$ cat config.mk
export PLATFORM = sky130hd
export DESIGN_NAME = iso_adc_xact
export DESIGN_NICKNAME = d
export VERILOG_FILES = /design/src/rtl/iso_adc_xact.sv
export SDC_FILE = /design/constraint.sdc
export NUM_CORES = 1
export LEC_CHECK = 0
export BUFFER_PORTS_ARGS = -buffer_cell sky130_fd_sc_hd__buf_2
export CAP_MARGIN = 10
export CORE_UTILIZATION = 45
export CTS_CLUSTER_SIZE = 24
export DETAILED_ROUTE_END_ITERATION = 8
export PLACE_DENSITY = 0.64
export SLEW_MARGIN = 15
export SYNTH_ARGS = -nofsm -noshare
export SYNTH_HDL_FRONTEND = slang
export SYNTH_SLANG_ARGS = --single-unit
$ cat constraint.sdc
create_clock -name clk -period 4.88 [get_ports clk]
set_input_delay 0.488 -clock clk [delete_from_list [all_inputs] [get_ports clk]]
set_output_delay 0.488 -clock clk [all_outputs]
set_load 0.005 [all_outputs]
$ cat src/rtl/iso_adc_xact.sv
module iso_adc_xact #(
  parameter int HALF_CYC   = 25000,
  parameter int WORD_W     = 24,
  parameter int SHORT_W    = 16
) (
  input  logic              clk,
  input  logic              rst_n,
  input  logic              start,
  input  logic              rd_sel,
  input  logic              data_sel,
  input  logic              long_sel,
  input  logic [WORD_W-1:0] wr_word,
  input  logic              sdi,
  output logic              sclk,
  output logic              sdo,
  output logic              reg_sel,
  output logic              tx_fs_n,
  output logic              rx_fs_n,
  output logic              busy,
  output logic              done,
  output logic [WORD_W-1:0] rd_word
);

  localparam int CW = $clog2(HALF_CYC + 1);
  localparam int BW = $clog2(WORD_W + 1);
  localparam int PAD = WORD_W - SHORT_W;

  typedef enum logic [2:0] {S_IDLE, S_SETUP, S_LEAD, S_HI, S_LO} st_t;

  st_t             st;
  logic [CW-1:0]   cnt;
  logic [BW-1:0]   nbit;
  logic            is_rd, is_long;
  logic [WORD_W-1:0] tx, rx;
  logic            last, in_frame;
  logic [BW-1:0]   nbit_end;

  assign last     = (cnt == CW'(HALF_CYC - 1));
  assign in_frame = (st == S_LEAD) || (st == S_HI) || (st == S_LO);
  assign nbit_end = is_long ? BW'(WORD_W) : BW'(SHORT_W);

  assign sclk    = (st == S_HI);
  assign busy    = (st != S_IDLE);
  assign tx_fs_n = !(in_frame && !is_rd);
  assign rx_fs_n = !(in_frame && is_rd);
  assign sdo     = in_frame && !is_rd && tx[WORD_W-1];

  always_ff @(posedge clk or negedge rst_n) begin
    if (!rst_n) begin
      st      <= S_IDLE;
      cnt     <= '0;
      nbit    <= '0;
      is_rd   <= 1'b0;
      is_long <= 1'b0;
      reg_sel <= 1'b0;
      tx      <= '0;
      rx      <= '0;
      done    <= 1'b0;
      rd_word <= '0;
    end else begin
      done <= 1'b0;
      if (st == S_IDLE || last) cnt <= '0;
      else                      cnt <= cnt + 1'b1;
      case (st)
        S_IDLE: if (start) begin
          st      <= S_SETUP;
          is_rd   <= rd_sel;
          is_long <= long_sel;
          reg_sel <= data_sel;
          nbit    <= '0;
          rx      <= '0;
          tx      <= long_sel ? wr_word : {wr_word[SHORT_W-1:0], {PAD{1'b0}}};
        end
        S_SETUP: if (last) st <= S_LEAD;
        S_LEAD:  if (last) st <= S_HI;
        S_HI: if (last) begin
          st   <= S_LO;
          nbit <= nbit + 1'b1;
          if (is_rd) rx <= {rx[WORD_W-2:0], sdi};
          else       tx <= {tx[WORD_W-2:0], 1'b0};
        end
        S_LO: if (last) begin
          if (nbit == nbit_end) begin
            st   <= S_IDLE;
            done <= 1'b1;
            if (is_rd) rd_word <= rx;
          end else begin
            st <= S_HI;
          end
        end
        default: st <= S_IDLE;
      endcase
    end
  end

endmodule

==> metrics.md <==
| Metric | Value |
|---|---|
| Final Max Slew Viols | `0` |
| Flop and latch count out of synthesis | `99` |
| Post-CTS sizing | `0` |
| Slew margin rel. | `between 30% and 40%` |
| Antenna Nets Post-Route | `0` |
| Register area share after synthesis | `53.10%` |
| Slew at the pin with the worst max-slew slack | `between 900 and 1000 ps` |
| Starting Density | `about 47%` |
| Fillers | `slightly above 900` |
| Largest net degree at the start of global routing | `63` |
| Setup TNS | `0 ps` |
| Seq pwr share | `between 50% and 60%` |
| Crit Path Max Fanout | `24` |
| Number of synthesized flops with an enable pin | `0` |
| Leakage | `between 2 and 3 nW` |
| Chip height | `just over 100 um` |
| Final wirelength | `roughly 9.2 mm` |
| Die W | `about 100 um` |
| Core Area | `between 0.009 and 0.01 mm2` |
| Clock sinks | `99` |
| Vias in the first global route | `around 3200` |
| Total power | `about 0.0017 W` |
| Max stage delay on crit path | `~640 ps` |
| Initial antenna violation count | `0` |
| Clk buf depth | `2` |
| Endpoints failing hold | `0` |
| Main area contributors after synthesis | `dfrtp_1 (53%), mux2_4 (6.4%), nand2_1 (4.6%)` |
| Int Power | `about 0.0013 W` |
| Share of layout cells above drive strength 1 | `~28%` |
| Top cell type's share of synthesized area | `approximately 53%` |
| Synth Warn # | `0` |
| Residual DRC count | `0` |
| Hpwl dp | `6.099 mm` |
| CP max stage cell | `nand4_4` |
| Status | `complete, no violations` |
| Fmax | `approximately 350 MHz` |
| CTS H-tree lvls | `3` |
| Routability cong. | `0.7946` |
| Unrepaired setup endpoints after global routing | `false` |
| Peak supply drop | `0.1601 mV` |
| Worst skew pair latency | `about 370 ps` |
| Worst Path Arrival | `between 3000 and 4000 ps` |
| Clk_skew | `16.37 ps` |
| Max Cap Violations | `0` |
| Mapped Avg Cell Area | `11.22 um2` |
| GRT Total Usage | `around 18%` |
| Final std cells w/o fill | `between 600 and 700` |
| Worst Setup Path Type | `reg -> reg` |
| Area delta synth->final | `12.39%` |
| Net Sw Frac | `between 20 and 30%` |
| Worst path cell trace | `ha_1 -> and4_1 -> and4_1 -> nand4_4 -> mux2_4` |
| Cell Area, Synth | `~0.0047 mm2` |
| Final min period | `between 2000 and 3000 ps` |
| Top delay family on crit path | `simple AND/OR/NAND/NOR gates` |
| Ports | `62` |
| DR pass1 iterations | `4` |
| Mapped Cells | `416` |
| CTS tree | `done` |
| Clk root buf | `clkbuf_8` |
| Vias post-DR | `between 3000 and 4000` |
| First-pass GRT wire length | `around 16 mm` |
| Critical Path End Type | `register` |
| Hold_buf cts | `0` |
| Clock power share | `roughly 32%` |
| Worst Path Buf+Inv | `0` |
| P_sw | `a little under 0.0005 W` |
| Post-synth top cells | `dfrtp_1 (99), nand2_1 (57), nand4_1 (27), o21ai_0 (27), mux2_4 (20)` |
| Count leader, synth | `dfrtp_1` |
| Setup crit start kind | `register` |
| Async SR Flop Fraction | `between 90% and 100%` |
| Antenna Cells | `0` |
| # port buffers | `just over 60` |
| Post-synth cell types | `50` |
| CP required | `a little over 5000 ps` |
| Area leader, netlist | `dfrtp_1` |
| Post-layout util | `a little over half` |
| Row count | `36` |
| GR Overflow Total | `0` |
| Routed len/inst | `between 15 and 20 um` |
| Synth Flop Type | `dfrtp_1` |
| Comb power frac | `between 10% and 20%` |
| CTS buffer count | `9` |
| Post CTS Setup Buffer Count | `0` |
| Placed Cells | `about 590` |
| Initial DRC count | `145` |
| CP dominant cell by count | `and4_1` |
| Final period util | `58.96%` |
| Vias per cell | `5.527` |
| Synthesized net count | `450` |
| Min-delay worst type | `in -> async` |
| Nets | `between 400 and 500` |
| Final setup violation count | `0` |
| Hold Slack | `63.71 ps` |
| Die area | `roughly 0.011 mm2` |
| Worst-path clk slew | `~110 ps` |
| Pwr/cell area | `around 330 mW/mm2` |
==> placed cells by master (no fill, tap or decap), drive strengths merged, types with 5 or more instances in the layout <==
master / instances
mux2i: 17
mux2: 25
inv: 12
a21oi: 6
xnor2: 5
nand3: 10
xor2: 7
o221a: 16
nor2: 19
nand2: 57
o21ai: 28
dfrtp: 99
a221o: 7
and3: 12
nand4: 28
clkbuf: 9
buf: 65
==> power by group through the flow <==
stage                     clock network [W]  registers [W]  logic, W
after floorplan                           0       0.000961  0.000159
after global placement                    0       0.000975  0.000212
after detailed placement                  0       0.000977  0.000220
after CTS                          0.000579       0.000962  0.000219
after global routing               0.000612       0.000973  0.000242
final                              0.000559       0.000964  0.000216
==> layer usage <==
metal | wire length [um] | global-route usage (%) | up-vias
li1 | - | - | 1607
met1 | 4486 | 25.03 | 1631
met2 | 4327 | 27.90 | 78
met3 | 318 | 3.335 | 11
met4 | 85 | 4.898 | 0
met5 | 0 | 0 | -
==> area by class of cell <==
| type | count | area (um2) | area share, % |
|---|---|---|---|
| Inverter | 9 | 33.78 | 0.6442 |
| Sequential cell | 99 | 2477 | 47.24 |
| Multi-Input combinational cell | 280 | 2012 | 38.37 |
| Tap cell | 133 | 166.4 | 3.173 |
| Clock inverter | 7 | 92.59 | 1.766 |
| Clock buffer | 9 | 123.9 | 2.362 |
| Timing Repair Buffer | 65 | 337.8 | 6.442 |
==> state kept, by name, summed over array words and instances (netlist names) <==
name	count
reg_sel	1
nbit	5
is_rd	1
rx	24
st	3
tx	24
done	1
cnt	15
rd_word	24
is_long	1
==> cell families (layout without fill, tap and decap cells) <==
kind of cell	count (synthesis)	after routing	synth area share, %
xor+xnor	12	12	2.253
flops	99	99	53.10
simple gates	154	154	17.51
buf+inv	37	90	3.781
fa+ha+maj	3	3	0.8046
mux	42	42	11.29
compound gates	69	69	11.26
==> stage by stage <==
stage / setup slack [ps] / cell area [um2]
after global routing: 1850 / 5244
after CTS: 2003 / 5244
final: 2003 / 5244
after detailed placement: 2015 / 5027
after global placement: 2121 / 5027
after floorplan: 2884 / 4666
==> worst paths after layout <==
kind | slack, ps | end | from | depth (start not counted)
max | 2000 | rd_word[2] | cnt[0] | 5
min | 60 | rd_word[9] | rst_n | 1
max reg2reg | 2000 | rd_word[2] | cnt[0] | 5
min reg2reg | 490 | reg_sel | reg_sel | 2
max in group asynchronous | 3640 | cnt[4] | rst_n | 2
min in group clk | 320 | is_rd | rd_sel | 3
No activity file was read; power rests on OpenSTA's default activity.
